===== src/rtl/serial_reg_port_pkg.sv =====
package serial_reg_port_pkg;

    typedef enum logic [1:0] {
        ST_CMD = 2'd0,
        ST_WR  = 2'd1,
        ST_RD  = 2'd2,
        ST_CRD = 2'd3
    } port_state_e;

    localparam logic [1:0] SEL_STAT = 2'b00;
    localparam logic [1:0] SEL_MODE = 2'b01;
    localparam logic [1:0] SEL_RSVD = 2'b10;
    localparam logic [1:0] SEL_DATA = 2'b11;

    localparam logic [7:0] MODE_POR = 8'h02;
    localparam logic [5:0] EXIT_PAT = 6'b001110;

endpackage


===== src/rtl/port_sync.sv =====
module port_sync #(
    parameter int          W       = 3,
    parameter int          STAGES  = 2,
    parameter logic [W-1:0] RST_VAL = '0
) (
    input  logic         clk,
    input  logic         rst_n,
    input  logic [W-1:0] d,
    output logic [W-1:0] q
);
    logic [W-1:0] stg [STAGES];

    always_ff @(posedge clk or negedge rst_n) begin
        if (!rst_n) stg[0] <= RST_VAL;
        else        stg[0] <= d;
    end

    for (genvar g = 1; g < STAGES; g++) begin : g_stage
        always_ff @(posedge clk or negedge rst_n) begin
            if (!rst_n) stg[g] <= RST_VAL;
            else        stg[g] <= stg[g-1];
        end
    end

    assign q = stg[STAGES-1];
endmodule


===== src/rtl/ones_watch.sv =====
module ones_watch #(
    parameter int LIMIT = 32
) (
    input  logic clk,
    input  logic rst_n,
    input  logic tick,
    input  logic bit_in,
    output logic trip
);
    localparam int CW = $clog2(LIMIT + 1);

    logic [CW-1:0] run_q;

    always_ff @(posedge clk or negedge rst_n) begin
        if (!rst_n) begin
            run_q <= '0;
            trip  <= 1'b0;
        end else begin
            trip <= 1'b0;
            if (tick) begin
                if (!bit_in) begin
                    run_q <= '0;
                end else if (run_q == CW'(LIMIT - 1)) begin
                    run_q <= '0;
                    trip  <= 1'b1;
                end else begin
                    run_q <= run_q + 1'b1;
                end
            end
        end
    end

    // the last one of a full run fires the reset pulse
    p_trip_on_run_r8: assert property (@(posedge clk) disable iff (!rst_n)
        (tick && bit_in && run_q == CW'(LIMIT - 1)) |=> trip);

    // a zero never fires it
    p_zero_no_trip_r8: assert property (@(posedge clk) disable iff (!rst_n)
        (tick && !bit_in) |=> !trip);
endmodule


===== src/rtl/port_regfile.sv =====
module port_regfile
    import serial_reg_port_pkg::*;
#(
    parameter int DW = 24
) (
    input  logic          clk,
    input  logic          rst_n,
    input  logic          soft_rst,
    input  logic          mode_we,
    input  logic [7:0]    mode_wd,
    input  logic          chan_we,
    input  logic [1:0]    chan_wd,
    input  logic          rd_done,
    input  logic          cnv_strobe,
    input  logic [DW-1:0] cnv_word,
    input  logic          cnv_err,
    output logic [7:0]    mode_q,
    output logic [1:0]    chan_q,
    output logic [DW-1:0] data_q,
    output logic [5:0]    stat_hi,
    output logic          not_ready
);
    localparam logic WIDE = (DW > 16);

    logic err_q;

    always_ff @(posedge clk or negedge rst_n) begin
        if (!rst_n) begin
            mode_q    <= MODE_POR;
            chan_q    <= '0;
            data_q    <= '0;
            err_q     <= 1'b0;
            not_ready <= 1'b1;
        end else if (soft_rst) begin
            mode_q    <= MODE_POR;
            chan_q    <= '0;
            data_q    <= '0;
            err_q     <= 1'b0;
            not_ready <= 1'b1;
        end else begin
            if (chan_we) chan_q <= chan_wd;
            if (mode_we) begin
                mode_q    <= mode_wd;
                err_q     <= 1'b0;
                not_ready <= 1'b1;
            end else if (cnv_strobe) begin
                data_q    <= cnv_word;
                err_q     <= cnv_err;
                not_ready <= 1'b0;
            end else if (rd_done) begin
                not_ready <= 1'b1;
            end
        end
    end

    assign stat_hi = {not_ready, err_q, 2'b00, 1'b1, WIDE};

    // a completed data read marks the word consumed
    p_read_sets_flag_r6: assert property (@(posedge clk) disable iff (!rst_n)
        (rd_done && !soft_rst && !mode_we && !cnv_strobe) |=> not_ready);

    // a fresh word clears the flag
    p_strobe_clears_r6: assert property (@(posedge clk) disable iff (!rst_n)
        (cnv_strobe && !soft_rst && !mode_we) |=> (!not_ready && data_q == $past(cnv_word)));

    // a mode write sets the flag and clears the error
    p_mode_wr_flag_r7: assert property (@(posedge clk) disable iff (!rst_n)
        (mode_we && !soft_rst) |=> (not_ready && !err_q));

    // the serial reset restores power-on contents
    p_soft_defaults_r8: assert property (@(posedge clk) disable iff (!rst_n)
        soft_rst |=> (mode_q == MODE_POR && data_q == '0 && chan_q == 2'b00 && not_ready));
endmodule


===== src/rtl/serial_reg_port.sv =====
module serial_reg_port
    import serial_reg_port_pkg::*;
#(
    parameter int DW          = 24,
    parameter int SYNC_STAGES = 2,
    parameter int ONES_LIMIT  = 32
) (
    input  logic          clk,
    input  logic          rst_n,
    input  logic          cs_n,
    input  logic          sclk,
    input  logic          sdi,
    output logic          sdo,
    output logic          sdo_oe,
    input  logic          cnv_strobe,
    input  logic [DW-1:0] cnv_word,
    input  logic          cnv_err,
    output logic [7:0]    mode_q,
    output logic [1:0]    chan_sel
);
    localparam int CW = $clog2(DW);
    localparam logic [CW-1:0] LAST_BYTE = CW'(7);
    localparam logic [CW-1:0] LAST_WORD = CW'(DW - 1);

    // ---------------- pin synchronisation and edges ----------------
    logic [2:0] pins_s;
    logic       cs_s, sclk_s, sdi_s, sclk_d;
    logic       sclk_rise, sclk_fall, soft_rst;

    port_sync #(.W(3), .STAGES(SYNC_STAGES), .RST_VAL(3'b110)) u_sync (
        .clk (clk),
        .rst_n (rst_n),
        .d   ({cs_n, sclk, sdi}),
        .q   (pins_s)
    );
    assign {cs_s, sclk_s, sdi_s} = pins_s;

    always_ff @(posedge clk or negedge rst_n) begin
        if (!rst_n) sclk_d <= 1'b1;
        else        sclk_d <= sclk_s;
    end
    assign sclk_rise = sclk_s & ~sclk_d;
    assign sclk_fall = ~sclk_s & sclk_d;

    ones_watch #(.LIMIT(ONES_LIMIT)) u_ones (
        .clk    (clk),
        .rst_n  (rst_n),
        .tick   (sclk_rise & ~cs_s),
        .bit_in (sdi_s),
        .trip   (soft_rst)
    );

    // ---------------- register file ----------------
    logic          mode_we, chan_we, rd_done, not_ready;
    logic [7:0]    mode_wd;
    logic [1:0]    chan_wd;
    logic [DW-1:0] data_q;
    logic [5:0]    stat_hi;

    port_regfile #(.DW(DW)) u_regs (
        .clk        (clk),
        .rst_n      (rst_n),
        .soft_rst   (soft_rst),
        .mode_we    (mode_we),
        .mode_wd    (mode_wd),
        .chan_we    (chan_we),
        .chan_wd    (chan_wd),
        .rd_done    (rd_done),
        .cnv_strobe (cnv_strobe),
        .cnv_word   (cnv_word),
        .cnv_err    (cnv_err),
        .mode_q     (mode_q),
        .chan_q     (chan_sel),
        .data_q     (data_q),
        .stat_hi    (stat_hi),
        .not_ready  (not_ready)
    );

    // ---------------- control state ----------------
    port_state_e   state_q, state_d;
    logic [CW-1:0] cnt_q, cnt_d;
    logic [CW-1:0] rd_last_q, rd_last_d;
    logic [6:0]    in_sh_q, in_sh_d;
    logic [DW-1:0] out_sh_q, out_sh_d;
    logic          sdo_q, sdo_d;
    logic          frame_q, frame_d;
    logic          exit_q, exit_d;
    logic          rd_data_q, rd_data_d;
    logic          wr_mode_q, wr_mode_d;
    logic [7:0]    cb;

    assign cb = {in_sh_q, sdi_s};

    function automatic logic [DW-1:0] align8(input logic [7:0] v);
        return {v, {(DW-8){1'b0}}};
    endfunction

    always_comb begin
        state_d   = state_q;
        cnt_d     = cnt_q;
        rd_last_d = rd_last_q;
        in_sh_d   = in_sh_q;
        out_sh_d  = out_sh_q;
        sdo_d     = sdo_q;
        frame_d   = frame_q;
        exit_d    = exit_q;
        rd_data_d = rd_data_q;
        wr_mode_d = wr_mode_q;
        mode_we   = 1'b0;
        mode_wd   = cb;
        chan_we   = 1'b0;
        chan_wd   = cb[1:0];
        rd_done   = 1'b0;

        if (cs_s) begin
            cnt_d   = '0;
            frame_d = 1'b0;
            exit_d  = 1'b0;
        end else if (sclk_fall) begin
            if (state_q == ST_RD || (state_q == ST_CRD && frame_q)) begin
                sdo_d    = out_sh_q[DW-1];
                out_sh_d = out_sh_q << 1;
            end else if (state_q == ST_CRD && !not_ready) begin
                sdo_d    = data_q[DW-1];
                out_sh_d = data_q << 1;
                frame_d  = 1'b1;
                exit_d   = 1'b0;
                cnt_d    = '0;
            end
        end else if (sclk_rise) begin
            unique case (state_q)
                ST_CMD: begin
                    if (!(cnt_q == '0 && sdi_s)) begin
                        in_sh_d = cb[6:0];
                        if (cnt_q != LAST_BYTE) begin
                            cnt_d = cnt_q + 1'b1;
                        end else begin
                            cnt_d = '0;
                            if (!cb[6]) begin
                                chan_we = 1'b1;
                                unique case (cb[5:4])
                                    SEL_STAT: if (cb[3]) begin
                                        state_d   = ST_RD;
                                        rd_last_d = LAST_BYTE;
                                        rd_data_d = 1'b0;
                                        out_sh_d  = align8({stat_hi, cb[1:0]});
                                    end
                                    SEL_MODE: begin
                                        if (cb[3]) begin
                                            state_d   = ST_RD;
                                            rd_last_d = LAST_BYTE;
                                            rd_data_d = 1'b0;
                                            out_sh_d  = align8(mode_q);
                                        end else begin
                                            state_d   = ST_WR;
                                            wr_mode_d = 1'b1;
                                        end
                                    end
                                    SEL_RSVD: begin
                                        if (cb[3]) begin
                                            state_d   = ST_RD;
                                            rd_last_d = LAST_BYTE;
                                            rd_data_d = 1'b0;
                                            out_sh_d  = '0;
                                        end else begin
                                            state_d   = ST_WR;
                                            wr_mode_d = 1'b0;
                                        end
                                    end
                                    SEL_DATA: begin
                                        if (cb[3] && cb[2]) begin
                                            state_d = ST_CRD;
                                            frame_d = 1'b0;
                                        end else if (cb[3]) begin
                                            state_d   = ST_RD;
                                            rd_last_d = LAST_WORD;
                                            rd_data_d = 1'b1;
                                            out_sh_d  = data_q;
                                        end
                                    end
                                endcase
                            end
                        end
                    end
                end
                ST_WR: begin
                    in_sh_d = cb[6:0];
                    if (cnt_q != LAST_BYTE) begin
                        cnt_d = cnt_q + 1'b1;
                    end else begin
                        cnt_d   = '0;
                        state_d = ST_CMD;
                        mode_we = wr_mode_q;
                    end
                end
                ST_RD: begin
                    if (cnt_q != rd_last_q) begin
                        cnt_d = cnt_q + 1'b1;
                    end else begin
                        cnt_d   = '0;
                        state_d = ST_CMD;
                        rd_done = rd_data_q;
                    end
                end
                ST_CRD: begin
                    if (frame_q) begin
                        in_sh_d = cb[6:0];
                        if (cnt_q == LAST_BYTE && cb[7:2] == EXIT_PAT) exit_d = 1'b1;
                        if (cnt_q != LAST_WORD) begin
                            cnt_d = cnt_q + 1'b1;
                        end else begin
                            cnt_d   = '0;
                            frame_d = 1'b0;
                            rd_done = 1'b1;
                            if (exit_q) state_d = ST_CMD;
                        end
                    end
                end
            endcase
        end
    end

    always_ff @(posedge clk or negedge rst_n) begin
        if (!rst_n) begin
            state_q <= ST_CMD;
        end else if (soft_rst) begin
            state_q <= ST_CMD;
        end else begin
            state_q <= state_d;
        end
    end

    always_ff @(posedge clk or negedge rst_n) begin
        if (!rst_n) begin
            cnt_q     <= '0;
            rd_last_q <= LAST_BYTE;
            in_sh_q   <= '0;
            out_sh_q  <= '0;
            sdo_q     <= 1'b1;
            frame_q   <= 1'b0;
            exit_q    <= 1'b0;
            rd_data_q <= 1'b0;
            wr_mode_q <= 1'b0;
        end else if (soft_rst) begin
            cnt_q     <= '0;
            rd_last_q <= LAST_BYTE;
            in_sh_q   <= '0;
            out_sh_q  <= '0;
            sdo_q     <= 1'b1;
            frame_q   <= 1'b0;
            exit_q    <= 1'b0;
            rd_data_q <= 1'b0;
            wr_mode_q <= 1'b0;
        end else begin
            cnt_q     <= cnt_d;
            rd_last_q <= rd_last_d;
            in_sh_q   <= in_sh_d;
            out_sh_q  <= out_sh_d;
            sdo_q     <= sdo_d;
            frame_q   <= frame_d;
            exit_q    <= exit_d;
            rd_data_q <= rd_data_d;
            wr_mode_q <= wr_mode_d;
        end
    end

    // ---------------- pin outputs ----------------
    logic shifting;
    always_comb begin
        shifting = (state_q == ST_RD) || (state_q == ST_CRD && frame_q);
        sdo      = shifting ? sdo_q : not_ready;
        sdo_oe   = ~cs_n;
    end

    // a leading one leaves collection at the first bit
    p_lead_one_gate_r2: assert property (@(posedge clk) disable iff (!rst_n)
        (state_q == ST_CMD && cnt_q == '0 && sclk_rise && sdi_s && !cs_s && !soft_rst)
        |=> (cnt_q == '0 && state_q == ST_CMD));

    // select high drops the partial byte
    p_abort_clears_r9: assert property (@(posedge clk) disable iff (!rst_n)
        (cs_s && !soft_rst) |=> (cnt_q == '0 && !frame_q));

    // select high keeps the expectation state
    p_abort_keeps_r9: assert property (@(posedge clk) disable iff (!rst_n)
        (cs_s && !soft_rst) |=> state_q == $past(state_q));

    // no exit from streaming while no fresh word is pending
    p_stream_hold_r11: assert property (@(posedge clk) disable iff (!rst_n)
        (state_q == ST_CRD && not_ready && !frame_q && !soft_rst) |=> state_q == ST_CRD);

    // a falling clock with a fresh word opens a streamed frame
    p_frame_opens_r10: assert property (@(posedge clk) disable iff (!rst_n)
        (state_q == ST_CRD && sclk_fall && !cs_s && !frame_q && !not_ready && !soft_rst)
        |=> frame_q);
endmodule


===== config.mk =====
export PLATFORM = sky130hd
export DESIGN_NAME = serial_reg_port
export DESIGN_NICKNAME = d
export VERILOG_FILES = /design/src/rtl/serial_reg_port_pkg.sv /design/src/rtl/port_sync.sv /design/src/rtl/ones_watch.sv /design/src/rtl/port_regfile.sv /design/src/rtl/serial_reg_port.sv
export SDC_FILE = /design/constraint.sdc
export NUM_CORES = 1
export LEC_CHECK = 0
export BUFFER_PORTS_ARGS = -buffer_cell sky130_fd_sc_hd__buf_2
export CAP_MARGIN = 25
export CORE_ASPECT_RATIO = 0.9
export CORE_UTILIZATION = 45
export CTS_BUF_LIST = sky130_fd_sc_hd__clkbuf_4
export CTS_CLUSTER_SIZE = 20
export DETAILED_ROUTE_END_ITERATION = 8
export PLACE_DENSITY = 0.71
export SLEW_MARGIN = 20
export SYNTH_ARGS = -nofsm -noshare
export SYNTH_HDL_FRONTEND = slang
export SYNTH_SLANG_ARGS = --single-unit

===== constraint.sdc =====
create_clock -name clk -period 3.67 [get_ports clk]
set_clock_uncertainty 0.05 [all_clocks]
set_input_delay 0.1835 -clock clk [delete_from_list [all_inputs] [get_ports clk]]
set_output_delay 0.1835 -clock clk [all_outputs]
set_load 0.05 [all_outputs]

==> reports/results.ini, run 1 <==
[setup_path]
path_delay_family = simple AND/OR/NAND/NOR gates
cp-end-kind = register
cp.required_ps = 4020
cp-start-kind = register
r2r-start = u_sync.q[1]
reg2reg_to = u_regs.mode_q[7]
critical_path.cell_chain = inv_1 > ha_1 > or3b_4 > nor4_4 > inv_2 > nor2_1 > a22o_1
rrSetupSlack_ps = 1110
cpMaxStageDelayCell = dfstp_2
cp.arrival_ps = 2920
critPathMaxStageDelay_ps = 570
r2r_cells = 7
crit_buf_inv = 2
criticalPathCategory = reg -> reg
critPathMaxFanout = 8

[layout]
multiInputGateArea_sq_mm = 0.00218
area_growth_pct = 15.1
final_layout_size_suffix_gt1_share_pct = 17.6
register_area_sq_mm = 0.00234
instances_no_fill = 641
n_antenna_cell = 0
final_cell_mix = dfrtp_1, buf_2, nor2_1, a22o_1, dlygate4sd3_1
fill_cells = 949
layout_commonest_cell = dfrtp_1
fin_nets = 549
postLayoutCellArea_sq_mm = 0.00548

[synth]
syn_nets = 487
synth_edf_count = 0
ys_async_sr_fraction_pct = 100
netlist_area_sq_mm = 0.00476
synth_top_cell_by_area = dfrtp_1
synth_warnings = 0
syn_inst = 446
synth_cell_types = 65
syn_area_per_cell_sq_um = 10.7
synth_ff_type = dfrtp_1
yosysSeqAreaShare_pct = 49.1
synth_top_area_share_pct = 44.7
synth_area_leaders = dfrtp_1, mux2i_1, a22o_1
synth_seq_cells = 93

[hold_path]
min_path_cells = 2
hold_end = u_sync.stg[3]
hp-class = in -> reg
worstHoldStart = sdi

[placed_design]
post_dp_cell_area_sq_mm = 0.00502
hpwlAfterDp_mm = 7.18
io_buffers = 42
placed_cells = 596
post-place-ws_ps = 1140
gp_congestion = 0.879

[timing]
period_needed_ps = 2560
drv_slew = 0
final.period_utilization_pct = 69.8
slew_headroom_pct = 38.4
max_clock_freq_mhz = 390
setup_slack_ps = 1110
final_hold_viol_count = 0
fin_setup_tns_ps = 0
setup_violations = 0
rsz0062_at_grt = false
worst_pin_slew_ps = 923

[die]
die_w_microns = 110
die_area_sq_mm = 0.0110
core_sq_mm = 0.0102
rows = 35
start_util_pct = 46.5
io_pins = 43
chipHeight_microns = 99.6

[power]
vdd_drop_max_v = 0.000280
p_leak_nw = 2.63
power.density_mw_per_mm2 = 426

[run_status]
status = finished, final reports clean

[grt]
grt_pass1_vias = 3706
antenna_found_initial = 0
grt_max_degree = 76
track_usage_pct = 21.2
gr-total-overflow = 0
grt_pass1_wl_mm = 18.7

[clock_tree]
cts_made_buffers = 9
clkTransAtPathRegs_ps = 150
cts.repair.resized = 0
cts_tree = yes
cts_setup_buffers = 0
h-tree-depth = 3
cts_buffer_depth = 2
clk_latency_ps = 470
hold_buffers = 30
cts.sinks = 93
cts_root_buffer = clkbuf_4

[route]
drc = 0
vias = 3779
firstDrtPassIters = 4
drtIter0Drc = 208
routedWlPerCell_microns = 17.4
ant_nets = 0
routed_wl_mm = 11.2
vias_per_cell = 5.90

[run]
maxCapViolations = 0

==> registers in the layout (all words and copies together), names as in the netlist <==
register / flops
u_ones.run_q: 6
rd_last_q: 1
cnt_q: 5
u_regs.mode_q: 8
wr_mode_q: 1
sclk_d: 1
u_sync.stg: 3
frame_q: 1
u_regs.err_q: 1
sdo_q: 1
u_sync.q: 3
u_ones.trip: 1
state_q: 2
out_sh_q: 24
exit_q: 1
u_regs.chan_q: 2
u_regs.not_ready: 1
in_sh_q: 7
u_regs.data_q: 24
==> area by class of cell <==
type | count | share of cell area (%)
clock inverters | 6 | 1.71
repair buffers | 79 | 10.3
clock buffers | 9 | 1.23
well taps | 129 | 2.94
flip-flops and latches | 93 | 42.6
inverters | 21 | 1.44
multi-input cells | 304 | 39.7
==> worst max path at each step <==
| stage | slack [ps] | cells after the start | start | to |
|---|---|---|---|---|
| final | 1110 | 7 | u_sync.q[1] | u_regs.mode_q[7] |
| after global routing | 930 | 6 | in_sh_q[3] | out_sh_q[23] |
| after CTS | 1130 | 8 | u_sync.q[1] | out_sh_q[23] |
| after detailed placement | 1140 | 8 | u_sync.q[1] | out_sh_q[17] |
| after global placement | 1170 | 7 | u_sync.q[1] | u_regs.mode_q[4] |
| after floorplan | 1270 | 10 | u_sync.q[1] | u_regs.data_q[10] |
==> cell usage after synthesis, types with 3 or more instances <==
| cell type | count |
|---|---|
| dfrtp_1 | 85 |
| nor2_1 | 34 |
| a22o_1 | 31 |
| mux2i_1 | 28 |
| a21oi_1 | 25 |
| nand2_1 | 23 |
| inv_1 | 20 |
| o21ai_0 | 16 |
| a2bb2oi_1 | 14 |
| nand3_1 | 14 |
| nor3_1 | 13 |
| clkbuf_1 | 11 |
| ha_1 | 10 |
| dfstp_2 | 8 |
| a31oi_1 | 7 |
| a221oi_1 | 6 |
| a311oi_1 | 5 |
| buf_2 | 5 |
| buf_4 | 5 |
| buf_6 | 5 |
| a211o_1 | 4 |
| mux2_2 | 4 |
| or3_1 | 4 |
| a21o_1 | 3 |
| mux2_1 | 3 |
| nand4_1 | 3 |
| nor4_1 | 3 |
| o211ai_1 | 3 |
| o21a_1 | 3 |
| o221ai_1 | 3 |
| o31ai_1 | 3 |
| or4_1 | 3 |
==> cell families (layout without fill, tap and decap cells) <==
family,count (synthesis),in the layout,synth area share (%)
buffers and inverters,49,115,5.18
AND/OR/NAND/NOR,119,119,13.7
AO/OA/AOI/OAI,137,137,21.3
adder cells (fa/ha/maj),10,10,2.63
XOR/XNOR,3,3,0.552
multiplexers,35,35,7.54
flip-flops,93,93,49.1
==> report_power, final <==
part,leakage [nW],internal [mW],switching (mW)
clock network,0.0887,0.281,0.364
registers,1.21,1.10,0.105
logic,1.33,0.224,0.264
total,2.63,1.60,0.733
==> routing by layer <==
| layer | vias to the layer above | global-route usage, % | wire length (microns) |
|---|---|---|---|
| met1 | 1857 | 29.2 | 5340 |
| met5 | - | 0 | 0 |
| met2 | 112 | 32.9 | 5140 |
| met4 | 0 | 8.10 | 166 |
| met3 | 15 | 4.75 | 503 |
| li1 | 1795 | - | - |
==> per-stage QoR <==
| stage | hold slack, ps | utilization, % | power (mW) |
|---|---|---|---|
| final | 293 | 53.5 | 2.33 |
| after global routing | 258 | 53.5 | 2.45 |
| after CTS | 283 | 53.5 | 2.34 |
| after detailed placement | 243 | 49.0 | 1.67 |
| after global placement | 242 | 49.0 | 1.66 |
| after floorplan | -162 | - | 1.53 |
No activity file was read; power rests on OpenSTA's default activity.
==> inputs of run 2 (changes only) <==
--- a/config.mk
+++ b/config.mk
@@ -12,7 +12,7 @@
 export CTS_BUF_LIST = sky130_fd_sc_hd__clkbuf_4
 export CTS_CLUSTER_SIZE = 20
 export DETAILED_ROUTE_END_ITERATION = 8
-export PLACE_DENSITY = 0.71
+export PLACE_DENSITY = 0.74
 export SLEW_MARGIN = 20
 export SYNTH_ARGS = -nofsm -noshare
 export SYNTH_HDL_FRONTEND = slang
==> constraint.sdc (replaced) <==
create_clock -name clk -period 2.3 [get_ports clk]
set_clock_uncertainty 0.05 [all_clocks]
set_input_delay 0.115 -clock clk [delete_from_list [all_inputs] [get_ports clk]]
set_output_delay 0.115 -clock clk [all_outputs]
set_load 0.05 [all_outputs]
==> reports/results.ini, run 2 (synthesized netlist as in run 1, its figures left out) <==
[hold_path]
hp-class = in -> async

[clock_tree]
clkTransAtPathRegs_ps = 160  ; about the same
cts_tree = yes
cts_made_buffers = 9  ; unchanged
cts.sinks = 93  ; unchanged
clk_latency_ps = 480  ; about the same
cts_root_buffer = clkbuf_4
cts_buffer_depth = 2  ; unchanged
h-tree-depth = 3  ; unchanged

[placed_design]
hpwlAfterDp_mm = 7.55  ; +5.1%
post-place-ws_ps = 8.45  ; -1130 ps
gp_congestion = 0.926  ; +5.3%
post_dp_cell_area_sq_mm = 0.00519  ; +3.5%
io_buffers = 42  ; unchanged

[route]
drc = 0  ; unchanged
routedWlPerCell_microns = 18.4  ; +5.8%
firstDrtPassIters = 5  ; +1
vias_per_cell = 6.07  ; +2.9%
drtIter0Drc = 324  ; +56%
vias = 4089  ; +8.2%
routed_wl_mm = 12.4  ; +11%
ant_nets = 0  ; unchanged

[layout]
postLayoutCellArea_sq_mm = 0.00591  ; +7.9%
fill_cells = 861  ; -9.3%
top_regs = out_sh_q: 24 flops, u_regs.data_q: 24 flops, u_regs.mode_q: 8 flops
final_cell_mix = dfrtp_1, buf_2, nor2_1, a22o_1, dlygate4sd3_1
n_antenna_cell = 0  ; unchanged
final_layout_size_suffix_gt1_share_pct = 25.0  ; +7.4 points
layout_commonest_cell = dfrtp_1
fin_util_pct = 57.7  ; +4.2 points
fin_nets = 581  ; +5.8%
area_growth_pct = 24.2

[timing]
setup_slack_ps = 47.2  ; -1060 ps
period_needed_ps = 2250  ; -309 ps
final_hold_viol_count = 0  ; unchanged
slew_headroom_pct = 55.0  ; +17 points
worst_pin_slew_ps = 675  ; -248 ps
fin_setup_tns_ps = 0  ; unchanged
final.period_utilization_pct = 97.9  ; +28 points
rsz0062_at_grt = true
whs_ps = 138  ; -155 ps
setup_violations = 0  ; unchanged
max_clock_freq_mhz = 444  ; +14%
drv_slew = 0  ; unchanged

[die]
core_sq_mm = 0.0102  ; unchanged
chipHeight_microns = 99.6  ; unchanged
io_pins = 43  ; unchanged
rows = 35  ; unchanged
die_area_sq_mm = 0.0110  ; unchanged
start_util_pct = 46.5  ; unchanged
die_w_microns = 110  ; unchanged

[setup_path]
criticalPathCategory = reg -> reg
cp.arrival_ps = 2620  ; -300 ps
cp.required_ps = 2670  ; -1350 ps
critPathMaxFanout = 6  ; -2
cp-start-kind = register
cp-end-kind = register

[power]
power.internal_mw = 2.54  ; +58%
p_sw_share_pct = 33.0  ; +1.6 points
switchingPower_mw = 1.25  ; +71%
p_leak_nw = 2.82  ; +7.5%
power.density_mw_per_mm2 = 641  ; +50%
vdd_drop_max_v = 0.000420  ; +50%
p_clk_share_pct = 25.1  ; -2.5 points
p_comb_share_pct = 24.2  ; +3.3 points
p_seq_share_pct = 50.6  ; -0.9 points

[grt]
gr-total-overflow = 0  ; unchanged
antenna_found_initial = 0  ; unchanged
track_usage_pct = 22.6  ; +1.3 points
grt_pass1_vias = 3908  ; +5.5%
grt_max_degree = 52  ; -32%
grt_pass1_wl_mm = 19.7  ; +5.7%

[run]
maxCapViolations = 0  ; unchanged

[run_status]
status = finished, final reports clean

## run 2: cell count changes in the layout (fill, tap and decap cells not counted), sizes merged
| cell | before | now |
|---|---|---|
| buf | 49 | 76 |
| and2 | 3 | 5 |
| bufinv | 2 | 1 |
| clkinvlp | 0 | 2 |
| clkbuf | 9 | 13 |
| inv | 24 | 23 |
## run 2: path summary, 6_finish.rpt
path	from	endpoint	slack, ps	cells past startpoint
min reg2reg	u_sync.stg[5]	u_sync.q[2]	320	0
max	u_sync.q[1]	u_regs.data_q[17]	50	9
max reg2reg	u_sync.q[1]	u_regs.data_q[17]	50	9
min	rst_n	u_regs.data_q[6]	140	2
max in group asynchronous	rst_n	sclk_d	1300	3
min in group clk	sdi	u_sync.stg[3]	220	2
## run 2: stage by stage
| stage | total power, mW | cells |
|---|---|---|
| CTS | 3.72 | 664 |
| detailed placement | 2.72 | 611 |
| global placement | 2.68 | 611 |
| global route | 3.98 | 674 |
| finish | 3.79 | 674 |
| floorplan | 2.44 | 446 |
## run 2: routing by layer
metal | GRT usage [%] | vias to the layer above | share of wire, %
met4 | 8.82 | 0 | 2.1
met3 | 4.02 | 30 | 6.0
met2 | 35.1 | 160 | 47
met1 | 31.5 | 2041 | 45
li1 | - | 1858 | -
met5 | 0 | - | 0
## run 2: power groups by stage
| stage | clock (mW) | combinational, mW | sequential (mW) |
|---|---|---|---|
| after floorplan | 0 | 0.560 | 1.88 |
| after global placement | 0 | 0.752 | 1.93 |
| after detailed placement | 0 | 0.780 | 1.94 |
| after CTS | 0.969 | 0.842 | 1.91 |
| after global routing | 1.03 | 1.01 | 1.94 |
| final | 0.952 | 0.918 | 1.92 |
## run 2: layout make-up
class | count | area (sq um) | area share, %
clock buffers | 10 | 75.1 | 1.27
clock inverters | 6 | 70.1 | 1.18
inverters | 21 | 78.8 | 1.33
multi-input cells | 306 | 2280 | 38.5
flip-flops and latches | 93 | 2340 | 39.6
well taps | 129 | 161 | 2.73
repair buffers | 109 | 912 | 15.4
## run 2: repair_timing
action	in CTS	in global routing
pin swaps	4	26
hold endpoints to repair	78	0
cloned	2	4
endpoints found under the setup margin	8	46
hold buffers	30	0
resized for setup	2	23
setup buffers	5	8
## run 2: worst max-delay path: stages (launching register included)
cell       delay, ps
dfstp_2          580
inv_2             50
ha_4             160
or3b_4           430
nor4_4           150
buf_4            170
inv_2             50
a21oi_4          230
clkbuf_16        200
a22o_1           130
==> inputs of run 3 (changes only) <==
--- a/config.mk
+++ b/config.mk
@@ -12,7 +12,7 @@
 export CTS_BUF_LIST = sky130_fd_sc_hd__clkbuf_4
 export CTS_CLUSTER_SIZE = 20
 export DETAILED_ROUTE_END_ITERATION = 8
-export PLACE_DENSITY = 0.74
+export PLACE_DENSITY = 0.69
 export SLEW_MARGIN = 20
 export SYNTH_ARGS = -nofsm -noshare
 export SYNTH_HDL_FRONTEND = slang
==> reports/results.ini, run 3 (synthesized netlist as in run 1, its figures left out) <==
[run_status]
status = finished with violations
violations = negative setup slack

[timing]
drv_slew = 0  ; unchanged
period_needed_ps = 2320  ; +71.5 ps
final_hold_viol_count = 0  ; unchanged
slew_headroom_pct = 68.4  ; +13 points
rsz0062_at_grt = true
max_clock_freq_mhz = 430  ; -3.1%
worst_pin_slew_ps = 474  ; -201 ps
final.period_utilization_pct = 101  ; +3.1 points
setup_slack_ps = -24.3  ; -71.5 ps
setup_violations = 18  ; +18

[die]
io_pins = 43  ; unchanged
start_util_pct = 46.5  ; unchanged
die_w_microns = 110  ; unchanged
chipHeight_microns = 99.6  ; unchanged
die_area_sq_mm = 0.0110  ; unchanged
core_sq_mm = 0.0102  ; unchanged
rows = 35  ; unchanged

[clock_tree]
cts_made_buffers = 9  ; unchanged
clk_latency_ps = 440  ; -40 ps
h-tree-depth = 3  ; unchanged
cts_root_buffer = clkbuf_4
cts_buffer_depth = 2  ; unchanged
clkTransAtPathRegs_ps = 160  ; about the same
cts.sinks = 93  ; unchanged
cts_tree = yes

[route]
drtIter0Drc = 236  ; -27%
routed_wl_mm = 11.6  ; -6.8%
top_layer_used = met4
wl_met3_microns = 484  ; -35%
met1Wirelength_mm = 5.65  ; +0.64%
drc = 0  ; unchanged
vias_per_cell = 5.84  ; -3.7%
ant_nets = 0  ; unchanged
vias = 3886  ; -5.0%
firstDrtPassIters = 4  ; -1
routedWlPerCell_microns = 17.4  ; -5.5%
met2WireLength_mm = 5.25  ; -9.5%

[run]
maxCapViolations = 0  ; unchanged

[setup_path]
criticalPathCategory = reg -> reg
cp-end-kind = register
critical_path.cell_chain = inv_2 > ha_4 > or3b_4 > nor4_4 > buf_4 > inv_2 > a21oi_4 > clkbuf_16 > a22o_1
cpMaxStageDelayCell = dfstp_2
cp.arrival_ps = 2660  ; +40 ps
critPathMaxStageDelay_ps = 580  ; about the same
crit_top_cell = inv_2
cp.required_ps = 2640  ; -30 ps
cp-start-kind = register
r2r_cells = 9  ; unchanged
critPathMaxFanout = 12  ; +6

[power]
p_leak_nw = 2.75  ; -2.6%
power.density_mw_per_mm2 = 638  ; -0.36%
vdd_drop_max_v = 0.000381  ; -9.3%

[grt]
grt_max_degree = 48  ; -7.7%
track_usage_pct = 21.4  ; -1.1 points
grt_pass1_vias = 3742  ; -4.2%
grt_pass1_wl_mm = 19.0  ; -3.8%
gr-total-overflow = 0  ; unchanged
antenna_found_initial = 0  ; unchanged

[layout]
fin_nets = 572  ; -1.5%
fill_cells = 895  ; +3.9%
final_cell_mix = dfrtp_1, buf_2, nor2_1, a22o_1, dlygate4sd3_1
top_regs = out_sh_q: 24 flops, u_regs.data_q: 24 flops, u_regs.mode_q: 8 flops
n_antenna_cell = 0  ; unchanged
layout_commonest_cell = dfrtp_1
register_area_sq_mm = 0.00234  ; unchanged
final_layout_size_suffix_gt1_share_pct = 22.2  ; -2.8 points
multiInputGateArea_sq_mm = 0.00221  ; -2.8%
fin_util_pct = 55.9  ; -1.8 points
postLayoutCellArea_sq_mm = 0.00573  ; -3.1%
area_growth_pct = 20.4

[placed_design]
gp_congestion = 0.908  ; -1.9%
io_buffers = 42  ; unchanged
hpwlAfterDp_mm = 7.48  ; -0.92%
post_dp_cell_area_sq_mm = 0.00519  ; about the same

[hold_path]
hp-class = in -> async

[run 3: path summary, 6_finish.rpt]
| path | to | slack, ps | start |
|---|---|---|---|
| worst max register to register | u_regs.data_q[3] | -20 | u_sync.q[1] |
| min in group clk | u_sync.stg[3] | 250 | sdi |
| worst max-delay path | u_regs.data_q[3] | -20 | u_sync.q[1] |
| worst min-delay path | u_regs.data_q[0] | 30 | rst_n |
| max in group asynchronous | out_sh_q[17] | 1520 | rst_n |
| worst min register to register | u_sync.q[2] | 320 | u_sync.stg[5] |
[run 3: layer usage]
| layer | vias up | track usage [%] |
|---|---|---|
| li1 | 1851 | - |
| met1 | 1909 | 31.7 |
| met2 | 110 | 32.4 |
| met3 | 16 | 3.11 |
| met4 | 0 | 6.97 |
| met5 | - | 0 |
[run 3: through the flow]
stage,hold slack (ps),power (mW),instances,worst slack (ps),setup TNS (ps)
2_1_floorplan,-231,2.44,446,-59.6,-1190
3_3_place_gp,-29.0,2.70,612,56.9,0
3_5_place_dp,-26.2,2.73,612,19.5,0
4_1_cts,27.2,3.63,659,0.759,0
5_1_grt,19.5,3.88,665,-111,-3160
6_report,25.5,3.66,665,-24.3,-214
[run 3: final cells by class]
cell class                 instances  share of cell area [%]
tap                              129                    2.82
clock inverter                     5                   0.786
sequential                        93                    40.8
inverter                          21                    1.38
clock buffer                      11                    1.44
multi-input combinational        304                    38.6
timing repair buffer             102                    14.1
[run 3: critical path, delay by kind of cell (launching register included)]
| kind | cells | cell delay (ps) |
|---|---|---|
| and+or+nand+nor | 2 | 660 |
| DFF | 1 | 580 |
| buffers and inverters | 4 | 470 |
| adders and majority gates | 1 | 180 |
| AOI/OAI and AO/OA | 2 | 340 |
[run 3: what timing repair did]
item	4_1_cts	5_1_grt
buffers inserted	1	4
gates cloned	0	2
hold buffers	30	0
pin swaps	0	4
endpoints found under the setup margin	9	42
gates resized for setup	1	4
endpoints found under the hold margin	115	0
[run 3: power by group]
group / internal (mW) / switching, mW / total, mW
combinational: 0.429 / 0.467 / 0.897
sequential: 1.75 / 0.150 / 1.90
clock: 0.263 / 0.595 / 0.858
